## config.mk

```make
export PLATFORM = sky130hd
export DESIGN_NAME = pcie_pm_seq
export DESIGN_NICKNAME = d
export VERILOG_FILES = /design/src/rtl/pm_seq_pkg.sv /design/src/rtl/pm_dly_timer.sv /design/src/rtl/pm_cfg_decode.sv /design/src/rtl/pm_state_ctl.sv /design/src/rtl/pcie_pm_seq.sv
export SDC_FILE = /design/constraint.sdc
export NUM_CORES = 1
export LEC_CHECK = 0
export BUFFER_PORTS_ARGS = -buffer_cell sky130_fd_sc_hd__buf_2
export CORE_ASPECT_RATIO = 0.9
export CORE_MARGIN = 1
export CORE_UTILIZATION = 56
export DETAILED_ROUTE_END_ITERATION = 10
export GPL_TIMING_DRIVEN = 1
export PLACE_DENSITY = 0.85
export SLEW_MARGIN = 15
export SYNTH_ARGS = -nofsm -noshare
export SYNTH_HDL_FRONTEND = slang
export SYNTH_HIERARCHICAL = 1
export SYNTH_SLANG_ARGS = --single-unit
export TNS_END_PERCENT = 50
```

## constraint.sdc

```tcl
create_clock -name clk -period 5.35 [get_ports clk]
set_clock_uncertainty 0.1 [all_clocks]
set_input_delay 0.535 -clock clk [delete_from_list [all_inputs] [get_ports clk]]
set_output_delay 0.535 -clock clk [all_outputs]
set_load 0.02 [all_outputs]
```

## src/rtl/pm_seq_pkg.sv

```systemverilog
package pm_seq_pkg;
  typedef enum logic [1:0] {
    DS_D0A = 2'd0,
    DS_D0U = 2'd1,
    DS_D3  = 2'd2,
    DS_DR  = 2'd3
  } dstate_t;

  localparam int NUM_TMR = 3;
  localparam int TMR_PG  = 0;
  localparam int TMR_TRN = 1;
  localparam int TMR_RSP = 2;

  localparam logic [1:0] PS_D3_CODE = 2'b11;
endpackage

```

## src/rtl/pm_dly_timer.sv

```systemverilog
module pm_dly_timer #(
  parameter int CNT_W = 16
) (
  input  logic             clk,
  input  logic             rst_n,
  input  logic             clr,
  input  logic             en,
  input  logic [CNT_W-1:0] limit,
  output logic             expired
);
  logic [CNT_W-1:0] cnt;

  // cnt walks 0..limit on enabled edges; the edge after reaching limit flags expiry
  always_ff @(posedge clk or negedge rst_n) begin
    if (!rst_n) begin
      cnt     <= '0;
      expired <= 1'b0;
    end else if (clr) begin
      cnt     <= '0;
      expired <= 1'b0;
    end else if (en && !expired) begin
      if (cnt == limit) expired <= 1'b1;
      else              cnt     <= cnt + 1'b1;
    end
  end
endmodule

```

## src/rtl/pm_cfg_decode.sv

```systemverilog
module pm_cfg_decode #(
  parameter int              ADDR_W   = 12,
  parameter int              DATA_W   = 32,
  parameter logic [ADDR_W-1:0] PM_ADDR  = 12'h044,
  parameter logic [ADDR_W-1:0] CMD_ADDR = 12'h004
) (
  input  logic              cfg_wr,
  input  logic [ADDR_W-1:0] cfg_addr,
  input  logic [DATA_W-1:0] cfg_wdata,
  output logic              ev_d3_req,
  output logic              ev_mem_en
);
  import pm_seq_pkg::*;

  localparam int PS_LSB  = 0;
  localparam int MEM_BIT = 1;

  logic [1:0] ps_field;
  logic       hit_pm;
  logic       hit_cmd;

  always_comb begin
    ps_field  = cfg_wdata[PS_LSB +: 2];
    hit_pm    = cfg_wr && (cfg_addr == PM_ADDR);
    hit_cmd   = cfg_wr && (cfg_addr == CMD_ADDR);
    ev_d3_req = hit_pm && (ps_field == PS_D3_CODE);
    ev_mem_en = hit_cmd && cfg_wdata[MEM_BIT];
  end
endmodule

```

## src/rtl/pm_state_ctl.sv

```systemverilog
module pm_state_ctl (
  input  logic                 clk,
  input  logic                 rst_n,
  input  logic                 perst_n,
  input  logic                 pg,
  input  logic                 ev_d3_req,
  input  logic                 ev_mem_en,
  input  logic                 nvm_done,
  input  logic                 nvm_wake_cfg,
  output pm_seq_pkg::dstate_t  state,
  output logic                 nvm_start,
  output logic                 phy_rst,
  output logic                 wake_en,
  output logic                 link_l1_req
);
  import pm_seq_pkg::*;

  logic pg_seen;
  logic reload_busy;
  logic pg_rise;

  assign pg_rise     = pg && !pg_seen;
  assign link_l1_req = (state == DS_D3);

  always_ff @(posedge clk or negedge rst_n) begin
    if (!rst_n) begin
      state       <= DS_DR;
      pg_seen     <= 1'b0;
      reload_busy <= 1'b0;
      nvm_start   <= 1'b0;
      phy_rst     <= 1'b1;
      wake_en     <= 1'b0;
    end else if (!perst_n) begin
      // fundamental reset: abort any reload, keep wake setting
      state       <= DS_DR;
      pg_seen     <= 1'b0;
      reload_busy <= 1'b0;
      nvm_start   <= 1'b0;
      phy_rst     <= 1'b1;
    end else begin
      nvm_start <= 1'b0;
      if (pg_rise) begin
        pg_seen     <= 1'b1;
        reload_busy <= 1'b1;
        nvm_start   <= 1'b1;
        phy_rst     <= 1'b1;
        wake_en     <= 1'b0;
      end else if (reload_busy && nvm_done) begin
        reload_busy <= 1'b0;
        phy_rst     <= 1'b0;
        wake_en     <= nvm_wake_cfg;
        state       <= DS_D0U;
      end else begin
        case (state)
          DS_D0U:  if (ev_mem_en) state <= DS_D0A;
          DS_D0A:  if (ev_d3_req) state <= DS_D3;
          default: ;
        endcase
      end
    end
  end
endmodule

```

## src/rtl/pcie_pm_seq.sv

```systemverilog
module pcie_pm_seq #(
  parameter int                ADDR_W   = 12,
  parameter int                DATA_W   = 32,
  parameter int                CNT_W    = 16,
  parameter logic [ADDR_W-1:0] PM_ADDR  = 12'h044,
  parameter logic [ADDR_W-1:0] CMD_ADDR = 12'h004
) (
  input  logic              clk,
  input  logic              rst_n,
  input  logic              perst_n,
  input  logic              clk_stable,
  input  logic              cfg_wr,
  input  logic [ADDR_W-1:0] cfg_addr,
  input  logic [DATA_W-1:0] cfg_wdata,
  input  logic [CNT_W-1:0]  pg_dly,
  input  logic [CNT_W-1:0]  trn_dly,
  input  logic [CNT_W-1:0]  rsp_dly,
  input  logic              nvm_done,
  input  logic              nvm_wake_cfg,
  output logic [1:0]        dstate,
  output logic              int_pwr_good,
  output logic              nvm_start,
  output logic              phy_rst,
  output logic              wake_en,
  output logic              train_en,
  output logic              cfg_ready,
  output logic              link_l1_req
);
  import pm_seq_pkg::*;

  logic [CNT_W-1:0] tmr_lim [NUM_TMR];
  logic             tmr_en  [NUM_TMR];
  logic             tmr_exp [NUM_TMR];

  always_comb begin
    tmr_lim[TMR_PG]  = pg_dly;
    tmr_lim[TMR_TRN] = trn_dly;
    tmr_lim[TMR_RSP] = rsp_dly;
    tmr_en[TMR_PG]   = clk_stable;
    tmr_en[TMR_TRN]  = 1'b1;
    tmr_en[TMR_RSP]  = 1'b1;
  end

  for (genvar g = 0; g < NUM_TMR; g++) begin : g_tmr
    pm_dly_timer #(.CNT_W(CNT_W)) u_tmr (
      .clk     (clk),
      .rst_n   (rst_n),
      .clr     (!perst_n),
      .en      (tmr_en[g]),
      .limit   (tmr_lim[g]),
      .expired (tmr_exp[g])
    );
  end

  logic ev_d3_req;
  logic ev_mem_en;

  pm_cfg_decode #(
    .ADDR_W   (ADDR_W),
    .DATA_W   (DATA_W),
    .PM_ADDR  (PM_ADDR),
    .CMD_ADDR (CMD_ADDR)
  ) u_dec (
    .cfg_wr    (cfg_wr),
    .cfg_addr  (cfg_addr),
    .cfg_wdata (cfg_wdata),
    .ev_d3_req (ev_d3_req),
    .ev_mem_en (ev_mem_en)
  );

  dstate_t st;

  pm_state_ctl u_ctl (
    .clk          (clk),
    .rst_n        (rst_n),
    .perst_n      (perst_n),
    .pg           (tmr_exp[TMR_PG]),
    .ev_d3_req    (ev_d3_req),
    .ev_mem_en    (ev_mem_en),
    .nvm_done     (nvm_done),
    .nvm_wake_cfg (nvm_wake_cfg),
    .state        (st),
    .nvm_start    (nvm_start),
    .phy_rst      (phy_rst),
    .wake_en      (wake_en),
    .link_l1_req  (link_l1_req)
  );

  assign dstate       = st;
  assign int_pwr_good = tmr_exp[TMR_PG];
  assign train_en     = tmr_exp[TMR_TRN];
  assign cfg_ready    = tmr_exp[TMR_RSP];
endmodule

```

==> run_results.csv, run 1 <==
group,metric,value,unit
setup_path,criticalPathCategory,"register to register",
detailed_routing,via_per_inst,5.78,
grt,grtUsageMet3,6.00,%
synth,ys_seq_elements,58,
setup_path,reg2reg_from,"g_tmr[0].u_tmr/cnt[7]",
setup_path,start_kind,"register",
clocking,clock_sinks,58,
synth,syn_inst,394,
timing,slew_violations,0,
timing,clock.fmax,382,MHz
setup_path,critical_path_peak_fanout,26,
placement,place.gp.congestion,0.783,
timing,rsz0062_at_grt,"false",
grt,grt_usage,25.7,%
grt,grt_max_degree,59,
timing,fin_hold_ws,0.238,ns
detailed_routing,drc,0,
grt,antenna_found_initial,0,
timing,fin_crit_sh,48.9,%
detailed_routing,drt_iter0_drc,238,
pwr,leakage,1.77,nW
setup_path,cp.depth,5,
synth,synth_area,0.00377,mm^2
setup_path,path_delay_family,"simple AND/OR/NAND/NOR gates",
detailed_routing,firstDrtPassIters,4,
die,core,0.00632,mm^2
die,die_h,79.8,um
timing,fin_setup_tns,0,ns
die,die_w,88.4,um
detailed_routing,antenna_left,0,
pwr,power.density,207,mW/mm^2
grt,use_met2,45.8,%
placement,place.detailed.hpwl,5930,um
clocking,cts.clk_slew.worst_paths,0.07,ns
layout,nNetsFinal,584,
layout,antenna_cells,0,
layout,drive_above_1_share,24.4,%
setup_path,worstPathCellList,"xnor2_1, nand4_1, nor4_4, nor3b_1, mux2_2",
setup_path,r2r_end,"g_tmr[0].u_tmr/cnt[0]",
die,rows,27,
detailed_routing,routedWlPerCell,14.5,um
setup_path,required,5.47,ns
detailed_routing,dr_total_vias,3320,
layout,finalNonFillerCells,574,
clocking,cts_setup_buffers,0,
setup_path,cp.arrival,2.74,ns
clocking,clock_latency,0.34,ns
placement,place_inst,558,
job,maxCapViolCount,0,
synth,synth-edff-count,0,
grt,busiest_layer,"met2",
synth,synthArstFlopShare,100,%
synth,synth-main-ff-cell,"dfrtp_1",
timing,hold_viol,0,
timing,period_minus_slack,2.62,ns
grt,grt.overflow.total,0,
clocking,cts_inserted_buffers,9,
timing,worst_slew_pin_slew,1.11,ns
grt,grt_pass1_vias,3212,
timing,setup_viol,0,
pwr,ir_worst_vdd,137,uV
clocking,cts_tree,"done",
run_status,status,"finished, final reports clean",
clocking,cts.htree.levels,3,
setup_path,end_kind,"register",
placement,place.port_buffers,77,
synth,ys_warn_count,6,
setup_path,worstSetupStartpoint,"g_tmr[0].u_tmr/cnt[7]",
detailed_routing,routed_wl,8300,um
setup_path,cp_slowest_stage_delay,0.99,ns
setup_path,r2r_slack,2.73,ns
synth,ys_types,42,
placement,pre_cts_ws,2.63,ns
timing,slew_headroom,25.6,%
die,die_area,0.00706,mm^2
clocking,cts_resized,0,
pwr,power,0.000911,W
setup_path,worst-path-buf-inv,0,
synth,seq_area_frac_synth,38.6,%
grt,met1_usage,30.3,%
synth,syn_avg_cell_area,9.56,um^2
grt,grt_pass1_wl,13900,um
layout,area_growth,17.0,%
min_path,hold_class,"input pin to asynchronous set/reset pin",
setup_path,ff2ff_path_depth,5,
die,io_pins,108,
die,start_util,59.6,%
timing,setup_slack,2.73,ns
clocking,holdBufCountCts,0,
clocking,clockBufferDepth,2,
clocking,cts_root_buf,"clkbuf_8",
setup_path,critPathCapture,"g_tmr[0].u_tmr/cnt[0]",
setup_path,slowest_stage,"nor4_4",
## kinds of logic (layout without fill, tap and decap cells)
kind of cell               after synthesis  in the layout  synth area share (%)
muxes                                   18             18                  5.88
buffers and inverters                   23            107                  3.49
DFF                                     58             58                  38.6
adders and majority gates                3              3                 0.997
xor gates and xnor gates                48             48                  11.2
other                                    1             10                0.0996
AOI/OAI and AO/OA                       70             70                  10.8
and+or+nand+nor                        173            173                  28.9
## metrics by stage
| step | utilization, % | area [um^2] |
|---|---|---|
| global route | 69.8 | 4410 |
| global placement | 66.9 | 4230 |
| floorplan | - | 3800 |
| finish | 69.8 | 4410 |
| detailed placement | 66.9 | 4230 |
| CTS | 69.8 | 4410 |
## synth_stat cells (3+ instances only)
library cell	n	area share, %
a21oi_1	33	4.4
and3_1	3	0.50
and4b_1	3	0.80
buf_6	6	1.8
clkbuf_1	6	0.60
dfrtp_1	55	37
dfstp_2	3	2.1
ha_1	3	1.0
inv_1	11	1.1
mux2_1	3	0.90
mux2_2	6	1.8
mux2_4	6	2.4
mux2i_1	3	0.80
nand2_1	14	1.4
nand2b_1	11	1.8
nand3_1	13	1.7
nand3_2	3	0.80
nand3b_1	4	0.80
nand4_1	19	3.2
nand4b_1	3	0.70
nor2_1	24	2.4
nor2b_1	13	2.2
nor3b_1	4	0.80
nor4_1	14	2.3
nor4_4	3	1.7
o21ai_0	13	1.7
o21ai_1	3	0.40
o31ai_1	15	3.0
or3_1	19	3.2
or4_1	19	3.8
xnor2_1	48	11
## sequential cells by signal (all words and copies together), names as in the netlist
register	cells
g_tmr.u_tmr/cnt	48
g_tmr.u_tmr/expired	3
u_ctl/nvm_start	1
u_ctl/pg_seen	1
u_ctl/phy_rst	1
u_ctl/reload_busy	1
u_ctl/state	2
u_ctl/wake_en	1
## final cells by class
| type | instances | area (um^2) |
|---|---|---|
| Multi-Input combinational cell | 322 | 2210 |
| Fill cell | 518 | 1910 |
| Sequential cell | 58 | 1460 |
| Timing Repair Buffer | 80 | 408 |
| Clock buffer | 12 | 155 |
| Tap cell | 87 | 109 |
| Inverter | 11 | 41.3 |
| Clock inverter | 4 | 26.3 |
## power by group
| part | leakage (nW) | internal [W] | switching (W) |
|---|---|---|---|
| logic | 0.886 | 0.0000455 | 0.0000469 |
| registers | 0.795 | 0.000443 | 0.00000750 |
| clock network | 0.0924 | 0.000192 | 0.000176 |
| total | 1.77 | 0.000681 | 0.000230 |
## worst min path at each step
stage / start / to / slack, ns / depth (start not counted)
final: rst_n / g_tmr[1].u_tmr/cnt[3] / 0.24 / 2
after global routing: rst_n / g_tmr[1].u_tmr/cnt[3] / 0.31 / 2
after CTS: rst_n / g_tmr[1].u_tmr/cnt[3] / 0.27 / 2
after detailed placement: u_ctl/wake_en / u_ctl/wake_en / 0.38 / 1
after global placement: u_ctl/wake_en / u_ctl/wake_en / 0.37 / 1
after floorplan: rst_n / g_tmr[0].u_tmr/cnt[0] / 0.14 / 0
## per-layer routing
metal | part of all wire (%) | vias up
li1 | - | 1630
met4 | 0.84 | 0
met5 | 0 | -
met3 | 5.3 | 8
met2 | 51 | 106
met1 | 43 | 1576
## layout by cell type, fill, tap and decap left out, drive strengths merged, types with 3 or more instances in the layout
cell type,netlist,routed
conb,1,10
and4b,3,3
xnor2,48,48
or3,19,19
and3,3,3
mux2,15,15
nand3,16,16
o21ai,16,16
nand3b,4,4
inv,11,10
or4,19,19
buf,6,80
dfstp,3,3
ha,3,3
clkbuf,6,12
o31ai,15,15
nor2,25,25
nor3b,4,4
mux2i,3,3
nand2b,11,11
nand4b,3,3
a21oi,33,33
clkinv,0,4
nand2,14,14
nor2b,13,13
nand4,19,19
nor4,17,17
dfrtp,55,55
(Power assumes the default switching activity.)
==> run 2, diff against run 1 <==
--- a/config.mk
+++ b/config.mk
@@ -8,10 +8,10 @@
 export BUFFER_PORTS_ARGS = -buffer_cell sky130_fd_sc_hd__buf_2
 export CORE_ASPECT_RATIO = 0.9
 export CORE_MARGIN = 1
-export CORE_UTILIZATION = 56
+export CORE_UTILIZATION = 48
 export DETAILED_ROUTE_END_ITERATION = 10
 export GPL_TIMING_DRIVEN = 1
-export PLACE_DENSITY = 0.85
+export PLACE_DENSITY = 0.78
 export SLEW_MARGIN = 15
 export SYNTH_ARGS = -nofsm -noshare
 export SYNTH_HDL_FRONTEND = slang
==> constraint.sdc (replaced) <==
create_clock -name clk -period 2.1 [get_ports clk]
set_clock_uncertainty 0.1 [all_clocks]
set_input_delay 0.21 -clock clk [delete_from_list [all_inputs] [get_ports clk]]
set_output_delay 0.21 -clock clk [all_outputs]
set_load 0.02 [all_outputs]
==> run_results.csv, run 2 (synthesis results as in run 1) <==
group,metric,value,unit
grt,grt.overflow.total,0,
layout,drive_above_1_share,26.5,%
timing,setup_slack,0.0686,ns
clocking,clockBufferDepth,2,
grt,busiest_layer,"met2",
placement,place.port_buffers,77,
grt,use_met2,38.4,%
layout,largest_reg_flops,48,
timing,fin_crit_sh,96.7,%
detailed_routing,routed_wl,8560,um
setup_path,required,2.21,ns
clocking,cts_inserted_buffers,9,
detailed_routing,antenna_left,0,
min_path,holdCritStartpoint,"nvm_wake_cfg",
layout,mostFrequentLayoutCells,"buf_2 (77), dfrtp_1 (55), xnor2_1 (48), a21oi_1 (33), nor2_1 (24)",
pwr,leakage,1.87,nW
timing,hold_viol,0,
job,maxCapViolCount,0,
grt,grt_max_degree,59,
placement,place_inst,580,
min_path,hold_class,"input pin to register",
setup_path,ff2ff_path_depth,6,
layout,nNetsFinal,598,
clocking,cts.clk_slew.worst_paths,0.07,ns
setup_path,criticalPathCategory,"register to register",
timing,period_minus_slack,2.03,ns
setup_path,r2r_slack,0.07,ns
detailed_routing,firstDrtPassIters,4,
timing,rsz0062_at_grt,"false",
grt,grtUsageMet3,4.88,%
grt,antenna_found_initial,0,
timing,setup_viol,0,
layout,n_fill_cell,696,
grt,grt_pass1_wl,14500,um
min_path,hold_depth,2,
die,core,0.00758,mm^2
setup_path,end_kind,"register",
detailed_routing,drc,0,
die,rows,30,
clocking,cts.htree.levels,3,
setup_path,critical_path_peak_fanout,26,
clocking,cts_root_buf,"clkbuf_8",
setup_path,start_kind,"register",
grt,grt_usage,22.5,%
layout,finalNonFillerCells,597,
placement,pre_cts_ws,0.0566,ns
layout,antenna_cells,0,
layout,post-route-util,60.8,%
detailed_routing,via_per_inst,5.67,
layout,stdcell_area,0.00461,mm^2
timing,clock.fmax,492,MHz
setup_path,r2r_end,"g_tmr[2].u_tmr/cnt[10]",
detailed_routing,dr_total_vias,3385,
timing,fin_setup_tns,0,ns
layout,largestRegisters,"g_tmr.u_tmr/cnt: 48 flops, g_tmr.u_tmr/expired: 3 flops, u_ctl/state: 2 flops",
die,die_h,86.0,um
clocking,cts_tree,"done",
grt,met1_usage,28.7,%
placement,place.gp.congestion,0.798,
run_status,status,"finished, final reports clean",
placement,place.detailed.hpwl,6200,um
timing,slew_violations,0,
layout,area_growth,22.5,%
pwr,ir_worst_vdd,406,uV
die,die_area,0.00820,mm^2
setup_path,cp.arrival,2.14,ns
clocking,clock_latency,0.33,ns
placement,placed_area,0.00440,mm^2
layout,layout_commonest_cell,"buf_2",
setup_path,reg2reg_from,"g_tmr[2].u_tmr/cnt[0]",
min_path,hold_path_end,"u_ctl/wake_en",
die,io_pins,108,
clocking,clock_sinks,58,
detailed_routing,routedWlPerCell,14.3,um
layout,top_register,"g_tmr.u_tmr/cnt",
grt,grt_pass1_vias,3173,
pwr,power.density,531,mW/mm^2
die,start_util,49.7,%
die,die_w,95.4,um
detailed_routing,drt_iter0_drc,140,
## run 2: final cells by class
type | count | area (um^2) | area share (%)
Clock buffer | 11 | 151 | 3.28
Clock inverter | 5 | 52.6 | 1.14
Inverter | 11 | 41.3 | 0.895
Multi-Input combinational cell | 322 | 2210 | 48.0
Sequential cell | 58 | 1460 | 31.6
Tap cell | 96 | 120 | 2.60
Timing Repair Buffer | 94 | 578 | 12.5
## run 2: worst max path at each step
stage	startpoint	endpoint	slack, ns	cells past startpoint
6_report	g_tmr[2].u_tmr/cnt[0]	g_tmr[2].u_tmr/cnt[10]	0.07	6
5_1_grt	g_tmr[2].u_tmr/cnt[0]	g_tmr[2].u_tmr/cnt[8]	0.006	6
4_1_cts	g_tmr[2].u_tmr/cnt[0]	g_tmr[2].u_tmr/cnt[10]	0.04	6
3_5_place_dp	g_tmr[2].u_tmr/cnt[0]	g_tmr[2].u_tmr/cnt[12]	0.06	6
3_3_place_gp	g_tmr[2].u_tmr/cnt[0]	g_tmr[2].u_tmr/cnt[12]	0.09	6
2_1_floorplan	g_tmr[0].u_tmr/expired	g_tmr[0].u_tmr/cnt[12]	0.13	4
## run 2: per-stage QoR
step           power [W]  hold WS (ns)
2_1_floorplan    0.00128        -0.186
3_3_place_gp     0.00141         0.142
3_5_place_dp     0.00142         0.145
4_1_cts          0.00248        0.0351
5_1_grt          0.00256        0.0578
6_report         0.00245        0.0416
## run 2: routing by layer
metal	up-vias	wire [um]
met1	1651	3910
li1	1655	-
met5	-	0
met2	72	4300
met3	7	268
met4	0	74
## run 2: repair_timing
item	4_1_cts	5_1_grt
buffers inserted	0	0
resized for setup	0	0
endpoints found under the hold margin	55	0
hold buffers	1	0
## run 2: report_power, final
| part | leakage [nW] | total, W | switching [W] | internal, W |
|---|---|---|---|---|
| combinational | 0.970 | 0.000249 | 0.000124 | 0.000125 |
| clock | 0.105 | 0.00105 | 0.000444 | 0.000606 |
| sequential | 0.795 | 0.00115 | 0.0000194 | 0.00113 |
| total | 1.87 | 0.00245 | 0.000588 | 0.00186 |
## run 2: worst max-delay path, stage by stage, from the launching register on
cell	delay, ns
dfrtp_1	0.45
xnor2_1	0.26
nand4_1	0.20
nor4_4	0.34
buf_12	0.20
nor4_1	0.08
mux2_4	0.29
